[src/rtl/agen_pkg.sv]
package agen_pkg;

    localparam int IDX_W  = 8;   // loop counter lane width
    localparam int OFS_W  = 8;   // offset / addend width
    localparam int SH_W   = 3;   // shift amount width
    localparam int SRC_W  = 3;   // axis source code width
    localparam int PORT_W = 2;   // memory port number width
    localparam int BASE_W = 12;  // base address field width
    localparam int DATA_W = 12;  // returned index word width
    localparam int WIDE_W = 28;  // unwrapped address width

    typedef logic [PORT_W-1:0] port_t;
    typedef logic [SRC_W-1:0]  src_t;

    typedef struct packed {
        logic [OFS_W-1:0] off;
        logic [SH_W-1:0]  sh;
        logic [OFS_W-1:0] add;
    } term_k_t;

    typedef struct packed {
        logic              indirect;
        port_t             data_port;
        port_t             idx_port;
        src_t              row_src;
        src_t              col_src;
        term_k_t           row_k;
        term_k_t           col_k;
        logic [SH_W-1:0]   row_log2;
        logic [BASE_W-1:0] base;
        logic [BASE_W-1:0] ibase;
        logic [IDX_W-1:0]  row_const;
        logic [IDX_W-1:0]  col_const;
    } ctx_t;

    localparam int CTX_BITS = $bits(ctx_t);

    typedef enum logic {
        ST_IDLE = 1'b0,
        ST_WAIT = 1'b1
    } agen_state_e;

    typedef struct packed {
        logic [WIDE_W-1:0] wide;
        port_t             port;
        logic              fetch;
    } issue_t;

    function automatic logic [WIDE_W-1:0] axis_term(input logic [IDX_W-1:0] idx,
                                                    input term_k_t k);
        logic [WIDE_W-1:0] s;
        s = WIDE_W'(idx) + WIDE_W'(k.off);
        return (s << k.sh) + WIDE_W'(k.add);
    endfunction

endpackage

[src/rtl/agen_ctx_bank.sv]
module agen_ctx_bank
    import agen_pkg::*;
#(
    parameter int NUM_CTX = 4,
    localparam int SEL_W = (NUM_CTX > 1) ? $clog2(NUM_CTX) : 1
) (
    input  logic             clk,
    input  logic             rst,
    input  logic             we,
    input  logic [SEL_W-1:0] wsel,
    input  ctx_t             wdata,
    input  logic [SEL_W-1:0] rsel,
    output ctx_t             rdata
);

    ctx_t slots [NUM_CTX];

    for (genvar g = 0; g < NUM_CTX; g++) begin : g_slot
        always_ff @(posedge clk) begin
            if (rst) begin
                slots[g] <= '0;
            end else if (we && (int'(wsel) == g)) begin
                slots[g] <= wdata;
            end
        end
    end

    always_comb begin
        rdata = '0;
        for (int n = 0; n < NUM_CTX; n++) begin
            if (int'(rsel) == n) rdata = slots[n];
        end
    end

endmodule

[src/rtl/agen_term.sv]
module agen_term
    import agen_pkg::*;
#(
    parameter int NUM_LOOPS = 4
) (
    input  logic [NUM_LOOPS*IDX_W-1:0] loop_idx,
    input  src_t                       src,
    input  logic [IDX_W-1:0]           konst,
    input  logic                       ovr_en,
    input  logic [IDX_W-1:0]           ovr_val,
    input  term_k_t                    k,
    output logic [WIDE_W-1:0]          term
);

    logic [IDX_W-1:0] lanes [NUM_LOOPS];
    logic [IDX_W-1:0] picked;

    for (genvar g = 0; g < NUM_LOOPS; g++) begin : g_lane
        assign lanes[g] = loop_idx[g*IDX_W +: IDX_W];
    end

    always_comb begin
        picked = ovr_en ? ovr_val : konst;
        for (int n = 0; n < NUM_LOOPS; n++) begin
            if (int'(src) == n) picked = lanes[n];
        end
    end

    assign term = axis_term(picked, k);

endmodule

[src/rtl/agen_combine.sv]
module agen_combine
    import agen_pkg::*;
(
    input  logic [WIDE_W-1:0] row_term,
    input  logic [WIDE_W-1:0] col_term,
    input  logic [SH_W-1:0]   row_log2,
    input  logic [BASE_W-1:0] base,
    output logic [WIDE_W-1:0] lin
);

    assign lin = WIDE_W'(base) + (row_term << row_log2) + col_term;

endmodule

[src/rtl/pattern_addr_gen.sv]
module pattern_addr_gen
    import agen_pkg::*;
#(
    parameter int NUM_CTX   = 4,
    parameter int NUM_LOOPS = 4,
    parameter int MEM_DEPTH = 1024,
    localparam int CSEL_W = (NUM_CTX > 1) ? $clog2(NUM_CTX) : 1,
    localparam int AW     = $clog2(MEM_DEPTH)
) (
    input  logic                       clk,
    input  logic                       rst,
    input  logic                       cfg_we,
    input  logic [CSEL_W-1:0]          cfg_sel,
    input  logic [CTX_BITS-1:0]        cfg_word,
    input  logic [NUM_LOOPS*IDX_W-1:0] loop_idx,
    input  logic                       req,
    input  logic [CSEL_W-1:0]          req_ctx,
    input  logic                       ovr_en,
    input  logic [IDX_W-1:0]           ovr_val,
    input  logic                       rd_valid,
    input  logic [DATA_W-1:0]          rd_data,
    output logic                       addr_valid,
    output logic [AW-1:0]              addr,
    output logic [PORT_W-1:0]          addr_port,
    output logic                       addr_fetch,
    output logic                       busy,
    output logic                       err
);

    ctx_t              cur;
    logic [WIDE_W-1:0] terms [2];
    logic [WIDE_W-1:0] lin;
    agen_state_e       state_q;
    logic [BASE_W-1:0] pend_base_q;
    port_t             pend_port_q;
    issue_t            nxt;
    logic              issue;
    logic              valid_q, fetch_q, err_q;
    logic [AW-1:0]     addr_q;
    port_t             port_q;

    agen_ctx_bank #(.NUM_CTX(NUM_CTX)) u_bank (
        .clk   (clk),
        .rst   (rst),
        .we    (cfg_we),
        .wsel  (cfg_sel),
        .wdata (ctx_t'(cfg_word)),
        .rsel  (req_ctx),
        .rdata (cur)
    );

    // axis 0 = row, axis 1 = column
    for (genvar g = 0; g < 2; g++) begin : g_axis
        agen_term #(.NUM_LOOPS(NUM_LOOPS)) u_term (
            .loop_idx (loop_idx),
            .src      ((g == 0) ? cur.row_src   : cur.col_src),
            .konst    ((g == 0) ? cur.row_const : cur.col_const),
            .ovr_en   (ovr_en),
            .ovr_val  (ovr_val),
            .k        ((g == 0) ? cur.row_k     : cur.col_k),
            .term     (terms[g])
        );
    end

    agen_combine u_comb (
        .row_term (terms[0]),
        .col_term (terms[1]),
        .row_log2 (cur.row_log2),
        .base     (cur.indirect ? cur.ibase : cur.base),
        .lin      (lin)
    );

    always_comb begin
        issue = 1'b0;
        nxt   = '0;
        if (state_q == ST_IDLE) begin
            if (req) begin
                issue     = 1'b1;
                nxt.wide  = lin;
                nxt.port  = cur.indirect ? cur.idx_port : cur.data_port;
                nxt.fetch = cur.indirect;
            end
        end else if (rd_valid) begin
            issue     = 1'b1;
            nxt.wide  = WIDE_W'(pend_base_q) + WIDE_W'(rd_data);
            nxt.port  = pend_port_q;
            nxt.fetch = 1'b0;
        end
    end

    always_ff @(posedge clk) begin
        if (rst) begin
            state_q     <= ST_IDLE;
            pend_base_q <= '0;
            pend_port_q <= '0;
            valid_q     <= 1'b0;
            addr_q      <= '0;
            port_q      <= '0;
            fetch_q     <= 1'b0;
            err_q       <= 1'b0;
        end else begin
            valid_q <= issue;
            if (issue) begin
                addr_q  <= nxt.wide[AW-1:0];
                port_q  <= nxt.port;
                fetch_q <= nxt.fetch;
                if (nxt.wide >= WIDE_W'(MEM_DEPTH)) err_q <= 1'b1;
            end
            case (state_q)
                ST_IDLE: if (req && cur.indirect) begin
                    state_q     <= ST_WAIT;
                    pend_base_q <= cur.base;
                    pend_port_q <= cur.data_port;
                end
                default: if (rd_valid) state_q <= ST_IDLE;
            endcase
        end
    end

    assign addr_valid = valid_q;
    assign addr       = addr_q;
    assign addr_port  = port_q;
    assign addr_fetch = fetch_q;
    assign busy       = (state_q == ST_WAIT);
    assign err        = err_q;

    AST_IDLE_REQ_ISSUES: assert property (@(posedge clk) disable iff (rst)
        (!busy && req) |=> addr_valid);
    AST_FETCH_MEANS_WAIT: assert property (@(posedge clk) disable iff (rst)
        (addr_valid && addr_fetch) |-> busy);
    AST_RETURN_ISSUES_DATA: assert property (@(posedge clk) disable iff (rst)
        (busy && rd_valid) |=> (addr_valid && !addr_fetch && !busy));
    AST_WAIT_IS_SILENT: assert property (@(posedge clk) disable iff (rst)
        (busy && !rd_valid) |=> !addr_valid);
    AST_ERR_STICKY: assert property (@(posedge clk) disable iff (rst)
        err |=> err);
    AST_NO_SPURIOUS_VALID: assert property (@(posedge clk) disable iff (rst)
        (!req && !rd_valid) |=> !addr_valid);

endmodule

[config.mk]
export PLATFORM = sky130hd
export DESIGN_NAME = pattern_addr_gen
export DESIGN_NICKNAME = d
export VERILOG_FILES = /design/src/rtl/agen_pkg.sv /design/src/rtl/agen_ctx_bank.sv /design/src/rtl/agen_term.sv /design/src/rtl/agen_combine.sv /design/src/rtl/pattern_addr_gen.sv
export SDC_FILE = /design/constraint.sdc
export NUM_CORES = 1
export LEC_CHECK = 0
export ABC_AREA = 1
export BUFFER_PORTS_ARGS = -buffer_cell sky130_fd_sc_hd__buf_2
export CAP_MARGIN = 20
export CORE_ASPECT_RATIO = 0.8
export CORE_MARGIN = 4
export CORE_UTILIZATION = 40
export CTS_CLUSTER_SIZE = 20
export DETAILED_ROUTE_END_ITERATION = 10
export HOLD_SLACK_MARGIN = 0.12
export PLACE_DENSITY = 0.68
export SETUP_SLACK_MARGIN = 0.3
export SLEW_MARGIN = 20
export SYNTH_ARGS = -nofsm -noshare
export SYNTH_HDL_FRONTEND = slang
export SYNTH_SLANG_ARGS = --single-unit
[constraint.sdc]
create_clock -name clk -period 16.3 [get_ports clk]
set_clock_uncertainty 0.15 [all_clocks]
set_input_delay 3.26 -clock clk [delete_from_list [all_inputs] [get_ports clk]]
set_output_delay 3.26 -clock clk [all_outputs]
set_load 0.02 [all_outputs]
# Yosys cells after proc, flatten, opt, wreduce, memory -nomap -nowiden
# Memory sizes are Yosys's and may differ from the RTL's.
# Cells that the tools add are included.
[word_totals] ramBits=368 reg_bits=30 output_inout_bits=16 inputBits=154 memories=1
[memory_table] name="u_bank.slots" depth=4 word_bits=92 rd=4 rd_ports_with_merged_regs=0 wr=4 line_no="agen_ctx_bank.sv:16" text="ctx_t slots [NUM_CTX];"
[classes] n_shift=3 n_bitwise=5 eq_ne=12 muxes=43 n_reduce_logical=11 n_lt_le_gt_ge=1 n_addsub=7
[ops] operator="$mux W92" count=8
[ops] operator="$shl A28 B3 Y28" count=3
[ops] operator="$mux W8" count=10
[ops] operator="$mux W31" count=2
[ops] operator="$add A28 B8 Y28" count=2
[ops] operator="$add A12 B28 Y28" count=1
[ops] operator="$add A28 B28 Y28" count=1
[ops] operator="$ge A28 B11 Y1 const B" count=1
[ops] operator="$mux W1" count=20
[ops] operator="$add A8 B8 Y9" count=2
[ops] operator="$mux W16" count=1
[ops] operator="$add A12 B12 Y13" count=1
[ops] operator="$eq A3 B3 Y1 const B" count=4
[ops] operator="$mux W12" count=1
[ops] operator="$eq A2 B2 Y1 const B" count=4
[ops] operator="$eq A3 B2 Y1 const B" count=2
[ops] operator="$logic_not A3 Y1" count=2
[ops] operator="$logic_and A1 B1 Y1" count=5
[ops] operator="$eq A2 B1 Y1 const B" count=2
[ops] operator="$logic_not A2 Y1" count=2
[ops] operator="$or A1 B1 Y1" count=4
[ops] operator="$reduce_and A2 Y1" count=2
[ops] operator="$mux W2" count=1
[ops] operator="$not A1 Y1" count=1

# Depth between registers and ports, before layout
# Gate-level depths: netlist (run 1).
[logic_depth] ltp_word=20 depth_mapped=65 depth_no_buf=63

# Hierarchy
# A second synthesis (run 1) with hierarchy kept.
[hier_totals] hier_cells=3036 area_unflattened_um2=25167.9
[modules_own_cells] module="agen_ctx_bank" cells_per_inst=1419 n_inst=1 area_each_um2=15857.7
[modules_own_cells] module="agen_combine" cells_per_inst=642 n_inst=1 area_each_um2=3408.3
[modules_own_cells] module="agen_term (g_axis[0].u_term)" cells_per_inst=334 n_inst=1 area_each_um2=2038.2
[modules_own_cells] module="pattern_addr_gen" cells_per_inst=308 n_inst=1 area_each_um2=1988.2
[modules_own_cells] module="agen_term (g_axis[1].u_term)" cells_per_inst=333 n_inst=1 area_each_um2=1875.5

# Worst setup path after synthesis (run 1)
# No wires, ideal clock.
[synth_timing] path_type="input -> register" from="in req_ctx[1]" to="reg err_q, in the netlist err" t_arrival_ns=10.871 n_path_buf=3 setup_slack_ns=5.148 setup_ns=0.131 cell_stages=52 cell_sequence="buf_6 nor2_2 inv_2 buf_2 o221ai_1 o21ai_0 inv_1 nand2_1 nor2_1 clkbuf_1 o211ai_1 a22oi_1 ha_1 inv_1 fa_1 o21ai_0 nand2_1 nor2_1 [16 not listed] ha_1 a21oi_1 nand2_1 a21oi_1 nand2_1 a21oi_1 o21bai_1 or2_2 a21oi_1 nand3_1 a21oi_1 o2111ai_1 nor2_1 nand3_1 nor2_1 nand3_1 nand2_1 a21oi_2"
[synth_via] elab_chain_cells=20 elab_cells_between_ends=40 cone_classes="add/sub: 6; order compare: 1; eq/ne: 9; shift: 3; mux: 17; reduce/logical: 4"
[synth_lines] element="from (decl)" line_no="pattern_addr_gen.sv:17" text="input logic [CSEL_W-1:0] req_ctx,"
[synth_lines] element="$logic_not A2 Y1" line_no="agen_ctx_bank.sv:31" text="if (int'(rsel) == n) rdata = slots[n];"
[synth_lines] element="$mux W92 (3 in series)" line_no="agen_ctx_bank.sv:31"
[synth_lines] element="$mux W92 (*)" line_no="agen_ctx_bank.sv:31"
[synth_lines] element="$logic_not A3 Y1 or $mux W8 (tied branches)" line_no="agen_term.sv:25, agen_term.sv:23"
[synth_lines] element="$mux W8 (4 in series)" line_no="agen_term.sv:25" text="if (int'(src) == n) picked = lanes[n];"
[synth_lines] element="$add A8 B8 Y9" line_no="agen_pkg.sv:52" text="s = WIDE_W'(idx) + WIDE_W'(k.off);"
[synth_lines] element="$shl A28 B3 Y28" line_no="agen_pkg.sv:53" text="return (s << k.sh) + WIDE_W'(k.add);"
[synth_lines] element="$add A28 B8 Y28" line_no="agen_pkg.sv:53"
[synth_lines] element="$shl A28 B3 Y28" line_no="agen_combine.sv:11" text="assign lin = WIDE_W'(base) + (row_term << row_log2) + col_term;"
[synth_lines] element="$add A12 B28 Y28" line_no="agen_combine.sv:11"
[synth_lines] element="$add A28 B28 Y28 (*)" line_no="agen_combine.sv:11"
[synth_lines] element="$mux W31 (*)" line_no="pattern_addr_gen.sv:77" text="if (req) begin"
[synth_lines] element="$mux W31 (*)" line_no="pattern_addr_gen.sv:76" text="if (state_q == ST_IDLE) begin"
[synth_lines] element="$ge A28 B11 Y1 (*)" line_no="pattern_addr_gen.sv:107" text="if (nxt.wide >= WIDE_W'(MEM_DEPTH)) err_q <= 1'b1;"
[synth_lines] element="$reduce_and A2 Y1 (no line) (*)"
[synth_lines] element="to (signal assigned)" line_no="pattern_addr_gen.sv:100" text="err_q <= 1'b0;"
[synth_lines] element="to (signal assigned)" line_no="pattern_addr_gen.sv:107"
[synth_lines] element="to (decl)" line_no="pattern_addr_gen.sv:38" text="logic valid_q, fetch_q, err_q;"
# Mark *: on every way between the ends. The rest lies on a longest branch, timed or not.
# A chain may end at the register's enable or synchronous reset.

# Worst setup path in the final report (run 1)
[layout_timing] from="in req_ctx[0]" to="reg err_q, in the netlist err"
# The elaborated chain is that of the path after synthesis.

==> results of run 1 <==
-- tightest hold or removal path, cell delays in order, from the launching register on --
cell and delay [ns]:
dfxtp_1 0.30, nand2_1 0.06, a21oi_1 0.05
-- metal layers --
metal  vias to the layer above  wire (um)
met2                       664      28700
met4                         0       1600
met5                         -          0
met1                      8457      27500
met3                        93       4590
li1                       8506          -
-- through the flow --
step	utilization	cell area, um^2
3_5_place_dp	0.433	23300
3_3_place_gp	0.433	23300
4_1_cts	0.456	24600
2_1_floorplan	-	21800
6_report	0.457	24600
5_1_grt	0.457	24600
-- final timing paths --
kind | end | cells past startpoint
worst max register to register | err$_SDFFE_PP0P_ | 49
worst min-delay path | addr_fetch$_SDFFE_PP0P_ | 2
worst max-delay path | err$_SDFFE_PP0P_ | 50
worst min register to register | addr_fetch$_SDFFE_PP0P_ | 2
-- power by group through the flow --
stage | Clock [W] | Combinational [W] | Sequential, W
5_1_grt | 0.000966 | 0.00136 | 0.00123
2_1_floorplan | 0 | 0.000861 | 0.00126
6_report | 0.000911 | 0.00119 | 0.00123
3_5_place_dp | 0 | 0.00118 | 0.00125
3_3_place_gp | 0 | 0.00116 | 0.00125
4_1_cts | 0.000921 | 0.00119 | 0.00123
-- Yosys cell counts (all sizes together), types with 3 or more instances --
master / number
a22o: 19
o21a: 4
xnor2: 11
clkinv: 5
nand4: 47
clkbuf: 98
edfxtp: 368
fa: 24
buf: 20
a31oi: 28
a21oi: 82
nand3: 130
dfxtp: 30
a221oi: 10
mux2i: 10
xor2: 9
a21boi: 7
nand2: 507
a22oi: 11
nand3b: 3
nor2: 479
o311ai: 3
ha: 69
o211ai: 15
o21bai: 9
nor3: 9
o21ai: 147
o22ai: 15
o221ai: 17
inv: 244
or2: 5
-- state kept, by name (all words and copies together) (netlist names) --
signal and count:
addr 10, addr_fetch 1, addr_port 2, addr_valid 1, busy 1, err 1
pend_base_q 12, pend_port_q 2, u_bank.slots 368
-- logic make-up (layout without fill, tap and decap cells) --
| logic type | Yosys count | after routing | synth area share |
|---|---|---|---|
| compound gates | 374 | 374 | 0.104 |
| xor+xnor | 20 | 20 | 0.00802 |
| fa+ha+maj | 93 | 93 | 0.0615 |
| buf+inv | 367 | 521 | 0.0646 |
| flops | 398 | 398 | 0.534 |
| mux | 10 | 10 | 0.00458 |
| other cells | 0 | 2 | 0 |
| simple gates | 1182 | 1182 | 0.224 |
-- area by class of cell --
class / instances / area share
Antenna cell: 2 / 0.000203
Multi-Input combinational cell: 1679 / 0.359
Timing Repair Buffer: 195 / 0.0426
Inverter: 249 / 0.0381
Clock buffer: 54 / 0.0459
Sequential cell: 398 / 0.473
Tap cell: 702 / 0.0357
Clock inverter: 23 / 0.00579
==> impl_metrics.json, run 1 <==
{
  "final_common_cell": "nand2_1",
  "place_congestion": 0.910,
  "port_buffers": 169,
  "ios": 170,
  "antenna_found_initial": 3,
  "peakVddDrop_uv": 114,
  "layout-drive-gt1-share": 0.117,
  "clockPowerShare": 0.274,
  "die_y_um": 217,
  "crit-reg2reg-launch": "u_bank.slots[1][86]$_SDFFCE_PN0P_",
  "finalSetupTns_ns": 0,
  "multi_input_area_mm2": 0.00883,
  "gr-total-overflow": 0,
  "area_growth_pct": 12.8,
  "reg2reg_setup_slack_ns": 7.38,
  "wirelength_mm": 62.4,
  "drt_first_pass_iters": 5,
  "critPathLaunch": "req_ctx[0]",
  "final_hold_viol_count": 0,
  "via_count": 17700,
  "cp_common_cell": "nand2_1",
  "cts.hold.buffers_added": 0,
  "cpMaxStageDelayCell": "nor2_4",
  "post-place-ws_ns": 2.95,
  "clockRootBuffer": "clkbuf_16",
  "hold_path.class": "reg -> reg",
  "path_buf_inv": 7,
  "fillCellCount": 5106,
  "dp.cells": 3222,
  "pwr_density_cell_mw_per_mm2": 135,
  "status": "complete, no violations",
  "path_clk_slew_ns": 0.07,
  "layout_common_cells": "nand2_1 (493), nor2_1 (471), edfxtp_1 (368)",
  "synth_cell_types": 51,
  "synth_area_leaders": "edfxtp_1 (51%), nand2_1 (8.5%), nor2_1 (8.1%)",
  "die_w_um": 269,
  "cpLargestDelayFamily": "simple AND/OR/NAND/NOR gates",
  "synth_area_mm2": 0.0218,
  "core.rowCount": 76,
  "regArea_mm2": 0.0117,
  "post-route-period-util": 0.788,
  "power.switching_w": 0.00120,
  "grtUsageTotal": 0.207,
  "final_nets": 2813,
  "clk_latency_ns": 0.59,
  "setup-violations-final": 0,
  "post_cts_resized": 0,
  "synth_edf_count": 368,
  "ys_warn_count": 0,
  "crit_required_ns": 16.63,
  "post_cts_buffers": 0,
  "critPathMaxStageDelay_ns": 0.74,
  "crit_path_end_kind": "flop",
  "initial_core_util": 0.405,
  "cts_max_level": 2,
  "arrival_ns": 13.17,
  "power.internal_w": 0.00213,
  "grt_pass1_vias": 17300,
  "hold_ws_ns": 0.311,
  "cp-start-kind": "input port",
  "power_frac_comb": 0.357,
  "avgSynthCellArea_um2": 8.94,
  "slew_violations": 0,
  "finalNonFillerCells": 3302,
  "cts_tree": "done",
  "path_max_fanout": 29,
  "hpwl_mm": 40.8,
  "seqPwrFrac": 0.369,
  "top_usage_layer": "met2",
  "cap_violations": 0,
  "drc": 0,
  "dieArea_mm2": 0.0584,
  "numCtsBuffers": 43,
  "synth_nets": 2691,
  "clock_sinks": 398,
  "grt_pass1_wl_mm": 95.7,
  "grt_use_met3": 0.0363,
  "critPathKind": "in -> reg",
  "ys.flop_type": "edfxtp_1",
  "max-clock-path-buffers": 3,
  "grt_util_met1": 0.286,
  "synth_top_cell_area_share": 0.506,
  "relSlewSlack": 0.310,
  "synth_top_area_cell": "edfxtp_1",
  "synth_cells": 2444,
  "min_period_ns": 12.85,
  "power_w": 0.00333,
  "switching_share": 0.360,
  "hold_start": "addr_fetch$_SDFFE_PP0P_",
  "drtIter0Drc": 1734,
  "setup_slack_ns": 3.45,
  "synth-seq-area-share": 0.534,
  "grt_max_degree": 93,
  "tightest_slew_ns": 1.03,
  "ant_nets": 0,
  "synthArstFlopShare": 0,
  "fmax_mhz": 77.8,
  "met2_usage": 0.338,
  "vias_per_cell": 5.37,
  "routedWlPerCell_um": 18.9,
  "core_area_mm2": 0.0539,
  "synth-seq-cells": 398,
  "rsz0062_at_grt": "false",
  "leakagePower_nw": 10.5
}
(Power assumes the default switching activity.)
==> inputs of run 2 (changes only) <==
--- a/config.mk
+++ b/config.mk
@@ -5,7 +5,7 @@
 export SDC_FILE = /design/constraint.sdc
 export NUM_CORES = 1
 export LEC_CHECK = 0
-export ABC_AREA = 1
+export ABC_AREA = 0
 export BUFFER_PORTS_ARGS = -buffer_cell sky130_fd_sc_hd__buf_2
 export CAP_MARGIN = 20
 export CORE_ASPECT_RATIO = 0.8
==> constraint.sdc (replaced) <==
create_clock -name clk -period 12.7 [get_ports clk]
set_clock_uncertainty 0.15 [all_clocks]
set_input_delay 2.54 -clock clk [delete_from_list [all_inputs] [get_ports clk]]
set_output_delay 2.54 -clock clk [all_outputs]
set_load 0.02 [all_outputs]
==> run 2 against run 1 <==
Sequential share of layout area is 1.7 points lower. Worst setup slack worse by 2.2 ns. Die area grew 3.0%. Power grew 40%. Critical path type unchanged. Critical path depth down 6. First-iteration DRC count is 22% lower. Count of clock-buffer cells in the layout is 4 higher. Sequential power grew 28%. Synthesized area grew 3.1%. Final cell count fell by 16%. Via count is 15% lower.
==> impl_metrics.json, run 2 <==
{
  "cap_violations": 0,
  "critPathLaunch": "req_ctx[0]",
  "crit_required_ns": 12.99,
  "grt_max_degree": 70,
  "peakVddDrop_uv": 170,
  "r2r_end": "err$_SDFFE_PP0P_",
  "cts.hold.buffers_added": 0,
  "synth-seq-area-share": 0.518,
  "ys.flop_type": "edfxtp_1",
  "synth-seq-cells": 398,
  "cp-start-kind": "input port",
  "finish.utilization": 0.460,
  "relSlewSlack": 0.394,
  "ant_nets": 0,
  "path_clk_slew_ns": 0.06,
  "wirelength_mm": 59.2,
  "synth_top_area_cell": "edfxtp_1",
  "critPathMaxStageDelay_ns": 0.66,
  "post_dp_cell_area_mm2": 0.0241,
  "pwr_density_cell_mw_per_mm2": 182,
  "slew_violations": 0,
  "path_max_fanout": 13,
  "status": "complete, no violations",
  "max-clock-path-buffers": 3,
  "ys_top_cells_by_count": "and2_1 (372), edfxtp_1 (368), nand2_1 (102)",
  "clockRootBuffer": "clkbuf_16",
  "synth_cell_types": 70,
  "leakagePower_nw": 9.90,
  "vias_per_cell": 5.43,
  "antenna_found_initial": 22,
  "grtUsageTotal": 0.195,
  "rsz0062_at_grt": "false",
  "final_area_mm2": 0.0255,
  "finalSetupTns_ns": 0,
  "arrival_ns": 11.75,
  "synth_cells": 1849,
  "clock_sinks": 398,
  "post-place-ws_ns": 0.814,
  "final_common_cell": "and2_1",
  "crit-reg2reg-launch": "u_bank.slots[3][85]$_SDFFCE_PN0P_",
  "core.rowCount": 77,
  "port_buffers": 169,
  "final_hold_viol_count": 0,
  "hold_path.class": "reg -> reg",
  "die_y_um": 220,
  "core_area_mm2": 0.0555,
  "drt_first_pass_iters": 5,
  "post_cts_resized": 0,
  "synth_area_leaders": "edfxtp_1 (49%), and2_1 (10%), mux4_2 (8.7%)",
  "post_cts_buffers": 0,
  "gr-total-overflow": 0,
  "drtIter0Drc": 1358,
  "r2r_cells": 43,
  "yosysMostFrequentCell": "and2_1",
  "layout_common_cells": "and2_1 (372), edfxtp_1 (368), buf_2 (167)",
  "reg2reg_setup_slack_ns": 3.07,
  "fmax_mhz": 87.3,
  "setup_slack_ns": 1.24,
  "synth_area_mm2": 0.0225,
  "numCtsBuffers": 43,
  "hold_ws_ns": 0.315,
  "synth_top_cell_area_share": 0.491,
  "layout-drive-gt1-share": 0.195,
  "ios": 170,
  "clk_latency_ns": 0.57,
  "ys_warn_count": 0,
  "cts_tree": "done",
  "grt_pass1_vias": 15000,
  "initial_core_util": 0.406,
  "setup-violations-final": 0,
  "drc": 0,
  "min_period_ns": 11.46,
  "final_nets": 2230,
  "dieArea_mm2": 0.0601,
  "via_count": 15100,
  "synth_edf_count": 368,
  "synth_nets": 2096,
  "synthArstFlopShare": 0,
  "cts_max_level": 2,
  "post-route-period-util": 0.902,
  "largest_reg_flops": 368,
  "die_w_um": 273,
  "place_congestion": 0.908,
  "critPathKind": "in -> reg",
  "hpwl_mm": 39.9,
  "routedWlPerCell_um": 21.3,
  "cpMaxStageDelayCell": "mux4_2",
  "avgSynthCellArea_um2": 12.2,
  "area_growth_pct": 13.4,
  "grt_pass1_wl_mm": 89.9,
  "crit_path_end_kind": "flop",
  "tightest_slew_ns": 0.909,
  "crit_path_end": "err$_SDFFE_PP0P_",
  "regMostFlops": "u_bank.slots"
}
[run 2: changes by cell type after synthesis, moves of 15 or more]
cell      before  now
nor3_1         9   25
inv_1        236   67
mux4_2         0   87
and2_1         1  372
o21ai_0      145   65
a31oi_1       28   10
nand3_1      117   11
nand2_1      497  102
a21o_1         2   19
o221ai_1      16    1
nand4_1       45    4
nor2_1       471   96
mux2_2         0   28
mux2i_1       10   67
[run 2: worst min path at each step]
stage,depth (start not counted),end,slack [ns],startpoint
final,2,pend_base_q[4]$_SDFFE_PP0P_,0.31,pend_base_q[4]$_SDFFE_PP0P_
after detailed placement,2,pend_base_q[8]$_SDFFE_PP0P_,0.31,pend_base_q[8]$_SDFFE_PP0P_
after CTS,2,pend_base_q[8]$_SDFFE_PP0P_,0.31,pend_base_q[8]$_SDFFE_PP0P_
after floorplan,2,pend_port_q[0]$_SDFFE_PP0P_,0.29,pend_port_q[0]$_SDFFE_PP0P_
after global routing,2,pend_base_q[4]$_SDFFE_PP0P_,0.32,pend_base_q[4]$_SDFFE_PP0P_
after global placement,2,pend_base_q[8]$_SDFFE_PP0P_,0.30,pend_base_q[8]$_SDFFE_PP0P_
[run 2: kinds of logic after synthesis]
logic type,Yosys count,share of synthesized area
AO/OA/AOI/OAI,302,0.0862
XOR/XNOR,36,0.0140
adder cells (fa/ha/maj),93,0.0597
buffers and inverters,174,0.0297
flip-flops,398,0.518
multiplexers,182,0.131
AND/OR/NAND/NOR,664,0.162
[run 2: per-layer routing]
layer  part of all wire  global-route usage  up-vias
li1                   -                   -     7036
met5             0.0023                   0        -
met3              0.067              0.0435       91
met2               0.47               0.314      391
met4              0.019              0.0488       22
met1               0.44               0.270     7514
[run 2: worst max-delay path: cells and delay by family]
family	cells	cell delay [ns]
buf+inv	3	0.24
fa+ha+maj	6	2.20
mux	4	1.34
simple gates	14	2.59
compound gates	16	2.74
xor+xnor	1	0.07
[run 2: per-stage QoR]
step	cells	total power, W
global placement	2688	0.00340
detailed placement	2688	0.00343
global route	2769	0.00497
finish	2774	0.00464
CTS	2764	0.00468
floorplan	1849	0.00295
[run 2: where the power goes]
part           switching [W]  internal, W  total [W]
Clock               0.000519     0.000715    0.00123
Sequential         0.0000291      0.00154    0.00157
Combinational        0.00108     0.000762    0.00184
Total                0.00163      0.00302    0.00464
[run 2: final cells by class]
cell class / instances / area [um^2]
clock buffer: 58 / 1180
antenna: 10 / 25.0
sequential: 398 / 11700
timing repair buffer: 196 / 1060
fill: 5067 / 30000
tap: 750 / 938
inverter: 67 / 251
clock inverter: 18 / 181
multi-input combinational: 1277 / 10200
==> inputs of run 3 (changes only) <==
--- a/config.mk
+++ b/config.mk
@@ -13,8 +13,7 @@
 export CORE_UTILIZATION = 40
 export CTS_CLUSTER_SIZE = 20
 export DETAILED_ROUTE_END_ITERATION = 10
-export HOLD_SLACK_MARGIN = 0.12
-export PLACE_DENSITY = 0.68
+export PLACE_DENSITY = 0.58
 export SETUP_SLACK_MARGIN = 0.3
 export SLEW_MARGIN = 20
 export SYNTH_ARGS = -nofsm -noshare
==> constraint.sdc (replaced) <==
create_clock -name clk -period 10 [get_ports clk]
set_clock_uncertainty 0.15 [all_clocks]
set_input_delay 2 -clock clk [delete_from_list [all_inputs] [get_ports clk]]
set_output_delay 2 -clock clk [all_outputs]
set_load 0.02 [all_outputs]
==> run 3 against run 2 <==
Final cell count is 5.3% higher. Routed wire length is 6.2% higher. Highest routed layer unchanged. Sequential cell count stayed put.
==> impl_metrics.json, run 3 (synthesis gave the netlist of run 2 again) <==
{
  "status": "complete, no violations",
  "ant_nets": 0,
  "power.switching_w": 0.00238,
  "regArea_mm2": 0.0117,
  "setup_slack_ns": 0.309,
  "drtIter0Drc": 1028,
  "cp_common_cell": "o21ai_1",
  "pwr_density_cell_mw_per_mm2": 254,
  "post-place-ws_ns": -0.571,
  "hold_path.class": "reg -> reg",
  "min_period_ns": 9.69,
  "drc": 0,
  "final_nets": 2377,
  "area_growth_pct": 20.9,
  "port_buffers": 169,
  "ios": 170,
  "finalNonFillerCells": 2920,
  "vias_per_cell": 5.28,
  "clockRootBuffer": "clkbuf_16",
  "clk_latency_ns": 0.60,
  "grt_pass1_vias": 15900,
  "die_y_um": 220,
  "drt_first_pass_iters": 5,
  "critPathKind": "in -> reg",
  "cpMaxStageDelayCell": "mux4_2",
  "multi_input_area_mm2": 0.0106,
  "final_hold_viol_count": 0,
  "routedWlPerCell_um": 21.5,
  "post-route-period-util": 0.969,
  "largest_reg_flops": 368,
  "path_max_fanout": 11,
  "core_area_mm2": 0.0555,
  "dp.cells": 2814,
  "cap_violations": 0,
  "cts_max_level": 2,
  "grt_max_degree": 93,
  "crit_required_ns": 10.34,
  "hpwl_mm": 42.8,
  "tightest_slew_ns": 1.03,
  "cts_tree": "done",
  "numCtsBuffers": 44,
  "wirelength_mm": 62.8,
  "place_congestion": 0.916,
  "layout-drive-gt1-share": 0.283,
  "setup-violations-final": 0,
  "relSlewSlack": 0.311,
  "final_area_mm2": 0.0272,
  "grtUsageTotal": 0.209,
  "path_clk_slew_ns": 0.06,
  "clock_sinks": 398,
  "cp-start-kind": "input port",
  "core.rowCount": 77,
  "fillCellCount": 5025,
  "cts.hold.buffers_added": 0,
  "seqPwrFrac": 0.289,
  "power.internal_w": 0.00453,
  "power_frac_comb": 0.464,
  "max-clock-path-buffers": 3,
  "arrival_ns": 10.03,
  "via_count": 15400,
  "slew_violations": 0,
  "peakVddDrop_uv": 263,
  "rsz0062_at_grt": "true",
  "die_w_um": 273,
  "regMostFlops": "u_bank.slots",
  "antenna_found_initial": 15,
  "critPathMaxStageDelay_ns": 0.63,
  "switching_share": 0.345,
  "gr-total-overflow": 0,
  "finish.utilization": 0.490,
  "clockPowerShare": 0.247,
  "fmax_mhz": 103,
  "final_common_cell": "and2_1",
  "crit_path_end_kind": "flop",
  "dieArea_mm2": 0.0601,
  "grt_pass1_wl_mm": 95.8,
  "hold_ws_ns": 0.313,
  "layout_common_cells": "and2_1 (372), edfxtp_1 (368), buf_4 (173)",
  "leakagePower_nw": 10.7,
  "initial_core_util": 0.406,
  "post_dp_cell_area_mm2": 0.0252
}
-- run 3: final cells by class --
cell class,instances,share of cell area
tap,750,0.0345
inverter,67,0.00925
clock inverter,27,0.0134
antenna,6,0.000552
multi-input combinational,1277,0.391
sequential,398,0.428
clock buffer,53,0.0421
timing repair buffer,342,0.0805
-- run 3: worst max-delay path: cells and delay by family --
| kind | cells | cell delay (ns) |
|---|---|---|
| compound gates | 17 | 3.05 |
| fa+ha+maj | 6 | 2.05 |
| mux | 5 | 1.28 |
| xor+xnor | 1 | 0.14 |
| simple gates | 4 | 0.89 |
| buf+inv | 5 | 0.62 |
-- run 3: what timing repair did --
item | CTS | global route
pin swaps | 14 | 32
buffers inserted | 10 | 9
gates resized for setup | 24 | 46
endpoints found under the setup margin | 1 | 1
-- run 3: final timing paths --
check                                         start                     endpoint  depth (start not counted)  slack, ns
setup / recovery                         req_ctx[0]             err$_SDFFE_PP0P_                         38       0.31
hold / removal          pend_base_q[8]$_SDFFE_PP0P_  pend_base_q[8]$_SDFFE_PP0P_                          2       0.31
setup reg to reg  u_bank.slots[2][85]$_SDFFCE_PN0P_             err$_SDFFE_PP0P_                         37       1.53
hold reg to reg         pend_base_q[8]$_SDFFE_PP0P_  pend_base_q[8]$_SDFFE_PP0P_                          2       0.31
-- run 3: layer usage --
metal | routed length, um | up-vias | share of wire | GRT usage
met3 | 3340 | 96 | 0.053 | 0.0418
met5 | 127 | - | 0.0020 | 0
met2 | 29400 | 336 | 0.47 | 0.336
li1 | - | 7337 | - | -
met1 | 28600 | 7638 | 0.46 | 0.292
met4 | 1390 | 18 | 0.022 | 0.0557
-- run 3: power groups by stage --
stage / Sequential, W / Clock, W / Combinational, W
final: 0.00199 / 0.00171 / 0.00321
after global routing: 0.00201 / 0.00181 / 0.00355
after CTS: 0.00200 / 0.00174 / 0.00304
after detailed placement: 0.00203 / 0 / 0.00294
after global placement: 0.00202 / 0 / 0.00291
after floorplan: 0.00203 / 0 / 0.00187
-- run 3: stage by stage --
step	total power (W)	TNS, ns
floorplan	0.00390	-0.0114
global placement	0.00493	-0.510
detailed placement	0.00497	-0.571
CTS	0.00677	0
global route	0.00737	-0.121
finish	0.00691	0
